[config.mk]
export PLATFORM = sky130hd
export DESIGN_NAME = sc_uart
export DESIGN_NICKNAME = d
export VERILOG_FILES = /design/src/rtl/sc_uart.sv
export SDC_FILE = /design/constraint.sdc
export NUM_CORES = 1
export LEC_CHECK = 0
export ABC_AREA = 1
export CAP_MARGIN = 10
export CORE_MARGIN = 4
export CORE_UTILIZATION = 60
export CTS_BUF_LIST = sky130_fd_sc_hd__clkbuf_2 sky130_fd_sc_hd__clkbuf_4 sky130_fd_sc_hd__clkbuf_8
export DETAILED_ROUTE_END_ITERATION = 16
export DONT_BUFFER_PORTS = 1
export PLACE_DENSITY = 0.79
export SLEW_MARGIN = 20
export SYNTH_ARGS = -nofsm -noshare
export SYNTH_HDL_FRONTEND = slang
export SYNTH_SLANG_ARGS = --single-unit
export TNS_END_PERCENT = 5
[constraint.sdc]
create_clock -name clk -period 6 [get_ports clk]
set_clock_uncertainty 0.2 [all_clocks]
set_input_delay 0 -clock clk [delete_from_list [all_inputs] [get_ports clk]]
set_output_delay 0 -clock clk [all_outputs]
set_load 0.005 [all_outputs]
[src/rtl/sc_uart.sv]
module sc_uart #(
  parameter int ADDR_W = 6,
  parameter int OVS    = 16
) (
  input  logic              clk,
  input  logic              rst_n,
  input  logic [ADDR_W-1:0] bus_addr,
  input  logic              bus_wr,
  input  logic              bus_rd,
  input  logic [7:0]        bus_wdata,
  output logic [7:0]        bus_rdata,
  input  logic              rxd,
  output logic              txd,
  output logic              dtr,
  output logic              rts,
  input  logic              dsr,
  input  logic              cts,
  output logic              irq,
  output logic [1:0]        dma_req
);
  localparam int CW = $clog2(OVS);
  localparam logic [CW-1:0] MID  = CW'(OVS / 2 - 1);
  localparam logic [CW-1:0] LAST = CW'(OVS - 1);
  localparam logic [ADDR_W-1:0] A_LSC = ADDR_W'(8'h00);
  localparam logic [ADDR_W-1:0] A_LSS = ADDR_W'(8'h04);
  localparam logic [ADDR_W-1:0] A_HSC = ADDR_W'(8'h08);
  localparam logic [ADDR_W-1:0] A_HSS = ADDR_W'(8'h0C);
  localparam logic [ADDR_W-1:0] A_DVH = ADDR_W'(8'h10);
  localparam logic [ADDR_W-1:0] A_DVL = ADDR_W'(8'h14);
  localparam logic [ADDR_W-1:0] A_CTL = ADDR_W'(8'h18);
  localparam logic [ADDR_W-1:0] A_RCM = ADDR_W'(8'h1C);
  localparam logic [ADDR_W-1:0] A_TCM = ADDR_W'(8'h20);
  localparam logic [ADDR_W-1:0] A_DAT = ADDR_W'(8'h24);

  logic [7:0] lsr, hsr, div_hi, div_lo, ctl, rcmd, tcmd, rbr, thr;
  logic       thr_full;

  wire wr_lsc = bus_wr && bus_addr == A_LSC;
  wire wr_lss = bus_wr && bus_addr == A_LSS;
  wire wr_hsc = bus_wr && bus_addr == A_HSC;
  wire wr_hss = bus_wr && bus_addr == A_HSS;
  wire wr_dat = bus_wr && bus_addr == A_DAT;
  wire rd_dat = bus_rd && bus_addr == A_DAT;

  always_ff @(posedge clk or negedge rst_n)
    if (!rst_n) begin
      div_hi <= '0; div_lo <= '0; ctl <= '0; rcmd <= '0; tcmd <= '0;
    end else if (bus_wr) begin
      case (bus_addr)
        A_DVH: div_hi <= bus_wdata;
        A_DVL: div_lo <= bus_wdata;
        A_CTL: ctl    <= bus_wdata;
        A_RCM: rcmd   <= bus_wdata;
        A_TCM: tcmd   <= bus_wdata;
        default: ;
      endcase
    end

  always_comb
    case (bus_addr)
      A_LSC, A_LSS: bus_rdata = lsr;
      A_HSC, A_HSS: bus_rdata = hsr;
      A_DVH:        bus_rdata = div_hi;
      A_DVL:        bus_rdata = div_lo;
      A_CTL:        bus_rdata = ctl;
      A_RCM:        bus_rdata = rcmd;
      A_TCM:        bus_rdata = tcmd;
      A_DAT:        bus_rdata = rbr;
      default:      bus_rdata = '0;
    endcase

  // oversampling prescaler
  logic [15:0] div_cnt;
  wire  [15:0] divisor = {div_hi, div_lo};
  wire         tick    = div_cnt >= divisor;

  always_ff @(posedge clk or negedge rst_n)
    if (!rst_n) div_cnt <= '0;
    else        div_cnt <= tick ? '0 : div_cnt + 16'd1;

  // frame geometry
  wire [3:0] wl      = ctl[3] ? 4'd8 : 4'd7;
  wire [3:0] tx_len  = 4'd2 + wl + {3'b0, ctl[2]} + {3'b0, ctl[0]};
  wire [3:0] rx_stop = 4'd1 + wl + {3'b0, ctl[2]};

  function automatic logic [11:0] build_frame(input logic [7:0] d, input logic [7:0] c);
    logic [11:0] f;
    logic        p;
    f    = '1;
    f[0] = 1'b0;
    for (int i = 0; i < 8; i++)
      if (i < 7 || c[3]) f[i+1] = d[i];
    p = (c[3] ? ^d : ^d[6:0]) ^ c[1];
    if (c[2]) f[c[3] ? 9 : 8] = p;
    return f;
  endfunction

  // transmitter
  logic          tx_busy;
  logic [11:0]   tx_sh;
  logic [3:0]    tx_left;
  logic [CW-1:0] tx_cnt;
  logic          rx_done;
  logic [7:0]    rx_byte;

  wire host_load = wr_dat && !ctl[7];
  wire echo_load = rx_done && ctl[7];
  wire tx_start  = !tx_busy && thr_full && tcmd[7] && !tcmd[2];
  wire tx_end    = tx_busy && tick && tx_cnt == LAST && tx_left == 4'd1;
  wire tx_line   = tcmd[1] ? 1'b0 : (tx_busy ? tx_sh[0] : 1'b1);

  assign txd = ctl[6] ? 1'b1 : tx_line;

  always_ff @(posedge clk or negedge rst_n)
    if (!rst_n) begin
      thr <= '0; thr_full <= 1'b0;
    end else if (echo_load) begin
      thr <= rx_byte; thr_full <= 1'b1;
    end else if (host_load) begin
      thr <= bus_wdata; thr_full <= 1'b1;
    end else if (tx_start) thr_full <= 1'b0;

  always_ff @(posedge clk or negedge rst_n)
    if (!rst_n) begin
      tx_busy <= 1'b0; tx_sh <= '1; tx_left <= '0; tx_cnt <= '0;
    end else if (tx_start) begin
      tx_busy <= 1'b1; tx_sh <= build_frame(thr, ctl); tx_left <= tx_len; tx_cnt <= '0;
    end else if (tx_busy && tick) begin
      tx_cnt <= tx_cnt + 1'b1;
      if (tx_cnt == LAST) begin
        tx_sh   <= {1'b1, tx_sh[11:1]};
        tx_left <= tx_left - 4'd1;
        if (tx_left == 4'd1) tx_busy <= 1'b0;
      end
    end

  // receiver
  logic [1:0]    rx_sync;
  logic          rx_busy, rx_last, rx_par, rx_zero;
  logic [CW-1:0] rx_cnt;
  logic [3:0]    rx_idx;
  logic [7:0]    rx_sh;

  wire rx_in  = ctl[6] ? tx_line : rx_sync[1];
  wire rx_mid = rx_busy && tick && rx_cnt == MID;
  assign rx_done = rx_mid && rx_idx == rx_stop && rcmd[7];
  assign rx_byte = ctl[3] ? rx_sh : {1'b0, rx_sh[7:1]};

  wire fe_ev  = rx_done && !rx_in;
  wire pe_ev  = rx_done && ctl[2] && (rx_par != ((^rx_byte) ^ ctl[1]));
  wire brk_ev = rx_done && rx_zero && !rx_in;

  always_ff @(posedge clk or negedge rst_n)
    if (!rst_n) rx_sync <= 2'b11;
    else        rx_sync <= {rx_sync[0], rxd};

  always_ff @(posedge clk or negedge rst_n)
    if (!rst_n) begin
      rx_busy <= 1'b0; rx_last <= 1'b1; rx_par <= 1'b0; rx_zero <= 1'b0;
      rx_cnt <= '0; rx_idx <= '0; rx_sh <= '0;
    end else if (!rcmd[7]) begin
      rx_busy <= 1'b0; rx_last <= 1'b1;
    end else if (tick) begin
      rx_last <= rx_in;
      if (!rx_busy) begin
        if (rx_last && !rx_in) begin
          rx_busy <= 1'b1; rx_cnt <= '0; rx_idx <= '0; rx_zero <= 1'b1;
        end
      end else begin
        rx_cnt <= rx_cnt + 1'b1;
        if (rx_cnt == MID) begin
          rx_idx <= rx_idx + 4'd1;
          if (rx_idx != 4'd0) rx_zero <= rx_zero & ~rx_in;
          if (rx_idx == 4'd0) begin
            if (rx_in) rx_busy <= 1'b0;
          end else if (rx_idx <= wl) rx_sh <= {rx_in, rx_sh[7:1]};
          else if (rx_idx == rx_stop) rx_busy <= 1'b0;
          else rx_par <= rx_in;
        end
      end
    end

  // line status: software clear, software set, then hardware events
  wire ovr = lsr[7] && !rd_dat;
  logic [7:0] lsr_n;
  always_comb begin
    lsr_n = lsr;
    if (wr_lsc) lsr_n = lsr_n & ~bus_wdata;
    if (wr_lss) lsr_n = lsr_n | bus_wdata;
    if (rd_dat) lsr_n[7] = 1'b0;
    if (tx_start) begin lsr_n[2] = 1'b1; lsr_n[1] = 1'b0; end
    if (host_load || echo_load) lsr_n[2] = 1'b0;
    if (tx_end) lsr_n[1] = 1'b1;
    if (rx_done) begin
      if (ovr) lsr_n[5] = 1'b1;
      else begin
        lsr_n[7] = 1'b1;
        if (fe_ev)  lsr_n[6] = 1'b1;
        if (pe_ev)  lsr_n[4] = 1'b1;
        if (brk_ev) lsr_n[3] = 1'b1;
      end
    end
  end

  always_ff @(posedge clk or negedge rst_n)
    if (!rst_n) lsr <= 8'h06;
    else        lsr <= lsr_n & 8'hFE;

  always_ff @(posedge clk or negedge rst_n)
    if (!rst_n)                 rbr <= '0;
    else if (rx_done && !ovr)   rbr <= rx_byte;

  always_ff @(posedge clk or negedge rst_n)
    if (!rst_n) hsr <= '0;
    else hsr <= ((((hsr & ~(wr_hsc ? bus_wdata : 8'h00)) | (wr_hss ? bus_wdata : 8'h00))
                 | {dsr, cts, 6'b0}) & 8'hC0);

  // service requests
  wire rx_req = rcmd[7] && lsr[7];
  wire tx_req = tcmd[7] && lsr[2];
  wire err    = |lsr[6:3];

  assign irq = (rcmd[6:5] == 2'b01 && rx_req) || (tcmd[6:5] == 2'b01 && tx_req) ||
               (tcmd[4] && tcmd[7] && lsr[1]) || ((rcmd[4] || tcmd[3]) && err);
  assign dma_req[0] = (rcmd[6:5] == 2'b10 && rx_req) || (tcmd[6:5] == 2'b10 && tx_req);
  assign dma_req[1] = (rcmd[6:5] == 2'b11 && rx_req) || (tcmd[6:5] == 2'b11 && tx_req);
  assign dtr = ctl[5];
  assign rts = ctl[4];

  AST_W1C_CLEARS: assert property (@(posedge clk) disable iff (!rst_n)
    (wr_lsc && bus_wdata[6] && !wr_lss && !rx_done) |=> !lsr[6]);
  AST_SET_FORCES: assert property (@(posedge clk) disable iff (!rst_n)
    (wr_lss && bus_wdata[3]) |=> lsr[3]);
  AST_READ_CLEARS_DR: assert property (@(posedge clk) disable iff (!rst_n)
    (rd_dat && !rx_done && !(wr_lss && bus_wdata[7])) |=> !lsr[7]);
  AST_OVERRUN_KEEPS: assert property (@(posedge clk) disable iff (!rst_n)
    (rx_done && lsr[7] && !rd_dat) |=> (lsr[5] && $stable(rbr)));
  AST_PAUSE_HOLDS: assert property (@(posedge clk) disable iff (!rst_n)
    (tcmd[2] && !tx_busy) |=> !tx_busy);
  AST_BREAK_LOW: assert property (@(posedge clk) disable iff (!rst_n)
    (tcmd[1] && !ctl[6]) |-> !txd);
  AST_LOOP_QUIET: assert property (@(posedge clk) disable iff (!rst_n)
    ctl[6] |-> txd);
  AST_ECHO_IGNORES: assert property (@(posedge clk) disable iff (!rst_n)
    (ctl[7] && wr_dat && !rx_done) |=> $stable(thr));
endmodule

# [Word level (Yosys, flattened, before mapping)]
# Index checks and enable logic that the tools add are counted.
[op_classes] n_reduce_logical=78 n_eq_ne=23 n_bitwise=14 order_cmp=4 add_sub_neg=10 muxes=74
[op_table] operator="case mux 8 bit (8 select lines)" n=1
[op_table] operator="two-way mux 8 bit" n=7
[op_table] operator="two-way mux 12 bit" n=4
[op_table] operator="two-way mux 1 bit" n=45
[op_table] operator="two-way mux 4 bit" n=10
[op_table] operator="logical AND 1 bit" n=38
[op_table] operator="equality test 6 x 5 -> 1 bit, second input constant" n=4
[op_table] operator="OR 8 bit" n=3
[op_table] operator="adder 16 x 1 -> 16 bit, second input constant" n=1
[op_table] operator="AND 8 bit" n=2
[op_table] operator="greater-or-equal comparator 16 bit" n=1
[op_table] operator="two-way mux 16 bit" n=1
[op_table] operator="inverter 8 bit" n=2
[op_table] operator="parity 8 bit" n=2
[op_table] operator="adder 4 x 1 -> 4 bit" n=3
[op_table] operator="adder 4 x 1 -> 4 bit, second input constant" n=3
[op_table] operator="bitwise mux 12 bit" n=1
[op_table] operator="equality test 6 x 4 -> 1 bit, second input constant" n=2
[op_table] operator="equality test 6 bit, second input constant" n=2
[op_table] operator="AND reduction 2 bit" n=6
[op_table] operator="nonzero test 2 bit" n=5
[op_table] operator="equality test 2 bit, second input constant" n=4
[op_table] operator="logical OR 1 bit" n=7
[op_table] operator="AND reduction 7 bit" n=1
[op_table] operator="other kinds (32)" n=48
[word_totals] input_bits=21 reg_bits=125

# [Depth between registers and ports, before layout]
[logic_depth] word_depth=11 depth_mapped=16

# [Worst setup path before layout]
# No wires, ideal clock.
[synth_path] kind="register to register" startpoint="reg ctl[2]" endpoint="reg rbr[0]" t_required_ns=5.727 setup_ns=0.073 synth_period_minus_slack_ns=2.081 stages_incl_launch_ff=11 path_slack_ns=3.919 arrival_time_ns=1.808 cell_sequence="dfrtp_1 > inv_1 > ha_1 > nand2_1 > nand3_1 > nor2_2 > nand3_2 > nor2_4 > nand4_4 > buf_6 > a21oi_2"
[synth_between] elab_chain_cells=5
[synth_rtl] item="start, declared" line="35" text="logic [7:0] lsr, hsr, div_hi, div_lo, ctl, rcmd, tcmd, rbr, thr;"
[synth_rtl] item="start signal, assigned" line="52" text="A_CTL: ctl <= bus_wdata;"
[synth_rtl] item="adder 4 x 1 -> 4 bit" line="84" text="wire [3:0] rx_stop = 4'd1 + wl + {3'b0, ctl[2]};"
[synth_rtl] item="equality test 4 bit" line="146" text="assign rx_done = rx_mid && rx_idx == rx_stop && rcmd[7];"
[synth_rtl] item="logical AND 1 bit (2 in series)" line="146"
[synth_rtl] item="logical AND 1 bit" line="211" text="else if (rx_done && !ovr) rbr <= rx_byte;"
[synth_rtl] item="end signal, assigned" line="211"
[synth_rtl] item="end, declared" line="35"
# No other way between the ends.
# A chain may end at the register's enable or synchronous reset.

# [Final worst setup path]
[layout_path] startpoint="in bus_addr[0]" endpoint="reg thr[4]"
[layout_between] elab_chain_cells=4
[layout_rtl] item="start, declared" line="7" text="input logic [ADDR_W-1:0] bus_addr,"
[layout_rtl] item="equality test 6 bit" line="42" text="wire wr_dat = bus_wr && bus_addr == A_DAT;"
[layout_rtl] item="logical AND 1 bit" line="42"
[layout_rtl] item="logical AND 1 bit" line="106" text="wire host_load = wr_dat && !ctl[7];"
[layout_rtl] item="nonzero test 2 bit (no source line)"
[layout_rtl] item="end signal, assigned" line="116" text="thr <= '0; thr_full <= 1'b0;"
[layout_rtl] item="end signal, assigned" line="118" text="thr <= rx_byte; thr_full <= 1'b1;"
[layout_rtl] item="end signal, assigned" line="120" text="thr <= bus_wdata; thr_full <= 1'b1;"
[layout_rtl] item="end, declared" line="35"
# No other way between the ends.

==> flow_summary.ini <==
[detailed_routing]
avgRoutedWirePerCell_um = 16.6
route.detailed.drc = 0
wl_um = 18600
routed-via-count = 6406
drt-initial-drc-count = 771
first_pass_iters = 5
postRouteAntennaNets = 0
vias_per_cell = 5.71

[worst_setup_path]
crit_path_max_incr_delay_ns = 0.78
reg2reg_from = ctl[2]$_DFFE_PN0P_
critical-path-top-delay-family = buffers and inverters
rr_endpoint = thr[4]$_DFFE_PN0P_
end_kind = flip-flop
critPathBufInv = 6
cp-start-kind = input pin
critPathMaxFanout = 10
critPathMostFrequentCell = dlygate4sd3_1
setup.worst_path.end = thr[4]$_DFFE_PN0P_
cp_slowest_cell = dlygate4sd3_1
worstPathArrival_ns = 4.22
rrSetupSlack_ns = 2.89
critPathLaunch = bus_addr[0]
crit_chain = dlygate4sd3_1 > nor2_4 > dlygate4sd3_1 > nand2_2 > dlygate4sd3_1 > nor2_4 > nand2_2 > nor3_2 > dlygate4sd3_1 > inv_2 > nand3_1 > nand3_1 > dlygate4sd3_1
critical_path_depth = 13
crit_required_ns = 6.15
rr_worst_depth = 12
path_class = in2reg

[sta]
setup_slack_ns = 1.93
hold_viol = 0
rsz0062_at_grt = no
finalCritPeriodShare_pct = 67.9
worst_pin_slew_ns = 0.864
setup_violations = 0
period_needed_ns = 4.07
fmax_mhz = 246
drv_slew = 0
slew_headroom_pct = 42.3
whs_ns = 0.0693
setup_tns_ns = 0

[cells_and_area]
most-common-layout-cells = nand2_1, inv_1, dfrtp_1, o21ai_0, nand3_1
final_common_cell = nand2_1
syn_to_final_growth_pct = 13.9
fin_nets = 1018
finalNonFillerCells = 1122
n_antenna_cell = 0
stdcell_area_um2 = 8000
layout-drive-gt1-share_pct = 8.38

[yosys]
synth_top_cell_by_area = dfrtp_1
synth_area_leaders = dfrtp_1, nand2_1, inv_1
yosysSeqAreaShare_pct = 44.1
syn_nets = 975
postSynthCellCount = 923
ys_ff_latch = 123
synth_warnings = 0
synthDominantCellAreaShare_pct = 38.5
postSynthAreaPerCell_um2 = 7.61
ys_types = 42
synth_area_um2 = 7030

[global_route]
grt_usage_pct = 29.3
grt_max_degree = 71
grt_antenna_before_repair = 0
grt-ovfl-total = 0
grt_pass1_vias = 5986
grt_pass1_wl_um = 30200

[power]
p_leak_nw = 3.95
cellPowerDensity_nw_per_um2 = 302
irDropWorstVdd_v = 0.000246

[die]
num_rows = 39
die_height_um = 116
ios = 35
coreArea_um2 = 11400
dieArea_um2 = 13500
die_x_um = 116
initial_core_util_pct = 61.5

[clocking]
cts_sinks = 123
cts.reportedPaths.clkPinSlew_ns = 0.07
htreeDepth = 4
cts_root_buf = clkbuf_8
clk_latency_ns = 0.46
cts_inserted_buffers = 17
cts_resized = 0
cts_tree = done
cts_buffer_depth = 2

[place]
dp.final_hpwl_um = 12600
post-place-ws_ns = 3.18
routabilityCongestion = 0.936
portBuffers = 0
dp.cells = 1047
placed_cell_area_um2 = 7120

[outcome]
status = completed

[job]
maxCapViolCount = 0

[min_path]
hold_class = in2reg
timing repair:
action	in CTS	in global routing
endpoints found under the hold margin	190	0
hold buffers	43	0
setup buffers	0	0
per-layer routing:
layer	vias up	global-route usage (%)	share of wire [%]
met5	-	0	0
met4	0	12.6	3.3
met3	59	9.84	8.7
met2	251	43.5	44
met1	3001	39.3	44
li1	3095	-	-
power breakdown:
part / leakage [nW] / switching [mW] / total [mW] / internal (mW)
Sequential: 1.52 / 0.111 / 1.08 / 0.972
Clock: 0.222 / 0.333 / 0.774 / 0.441
Combinational: 2.21 / 0.346 / 0.560 / 0.215
Total: 3.95 / 0.790 / 2.42 / 1.63
cell usage after synthesis:
master / number
buf_6: 1
o22ai_1: 4
nor2_2: 2
nor3b_1: 1
xnor2_1: 3
buf_4: 2
nor3_2: 2
nand4_2: 1
nor4_1: 1
nand2_1: 257
a22oi_1: 6
dfrtp_1: 108
a31oi_1: 4
ha_1: 30
a21oi_2: 9
o21ai_1: 5
nand3_1: 64
clkbuf_1: 12
a211oi_1: 1
inv_2: 7
buf_2: 6
nand2_2: 2
o21ai_2: 1
a21oi_1: 29
nor2_4: 3
dfstp_2: 15
fa_1: 1
nor2_1: 59
o211ai_1: 3
a221oi_1: 5
nand4_4: 1
and3_1: 1
nand3_2: 1
nor3_1: 16
o21ai_0: 94
o2111ai_1: 3
inv_1: 128
o21bai_1: 1
xor2_1: 10
nand4_1: 21
or2_2: 2
o21a_1: 1
flip-flops by register name, indices dropped and copies added (netlist names), 2 cells and up:
| name | cells |
|---|---|
| ctl | 8 |
| div_cnt | 16 |
| div_hi | 8 |
| div_lo | 8 |
| hsr | 2 |
| lsr | 7 |
| rbr | 8 |
| rcmd | 8 |
| rx_cnt | 4 |
| rx_idx | 4 |
| rx_sh | 8 |
| rx_sync | 2 |
| tcmd | 8 |
| thr | 8 |
| tx_cnt | 4 |
| tx_left | 4 |
| tx_sh | 10 |
how the worst min path moves through the flow:
stage,from,endpoint,slack [ns],cells past startpoint
2_1_floorplan,rst_n,ctl[0]$_DFFE_PN0P_,-0.50,0
3_3_place_gp,rst_n,tx_left[2]$_DFFE_PN0P_,-0.49,0
3_5_place_dp,rst_n,tx_left[1]$_DFFE_PN0P_,-0.49,0
4_1_cts,bus_addr[4],tcmd[3]$_DFFE_PN0P_,0.06,5
5_1_grt,bus_wdata[1],thr[1]$_DFFE_PN0P_,0.08,3
6_report,bus_wdata[0],thr[0]$_DFFE_PN0P_,0.07,3
worst reg2reg max path, stage by stage (launching register included):
cell and delay, ns:
dfrtp_1 0.53, inv_1 0.19, ha_1 0.34, inv_1 0.04
nand2_1 0.05, nand3_1 0.07, nor2_2 0.10, nand3_2 0.10
nor2_4 0.27, nand4_2 0.31, nand3_1 0.17, nand3_1 0.07
dlygate4sd3_1 0.57
layout make-up:
type / count / area, um2
Tap cell: 143 / 179
Multi-Input combinational cell: 644 / 3320
Sequential cell: 123 / 3100
Timing Repair Buffer: 45 / 480
Clock inverter: 7 / 85.1
Inverter: 135 / 507
Clock buffer: 25 / 332
Fill cell: 934 / 3420
through the flow:
| step | utilization, % | power, mW |
|---|---|---|
| 2_1_floorplan | - | 1.46 |
| 3_3_place_gp | 62.3 | 1.57 |
| 3_5_place_dp | 62.3 | 1.58 |
| 4_1_cts | 70.1 | 2.41 |
| 5_1_grt | 70.1 | 2.57 |
| 6_report | 70.1 | 2.42 |
cell families after synthesis:
kind of cell | count (synthesis) | share of synthesized area, %
simple gates | 434 | 26.7
compound gates | 166 | 13.4
buf+inv | 156 | 8.66
flops | 123 | 44.1
fa+ha+maj | 31 | 5.63
xor+xnor | 13 | 1.62
No activity file was read; power rests on OpenSTA's default activity.
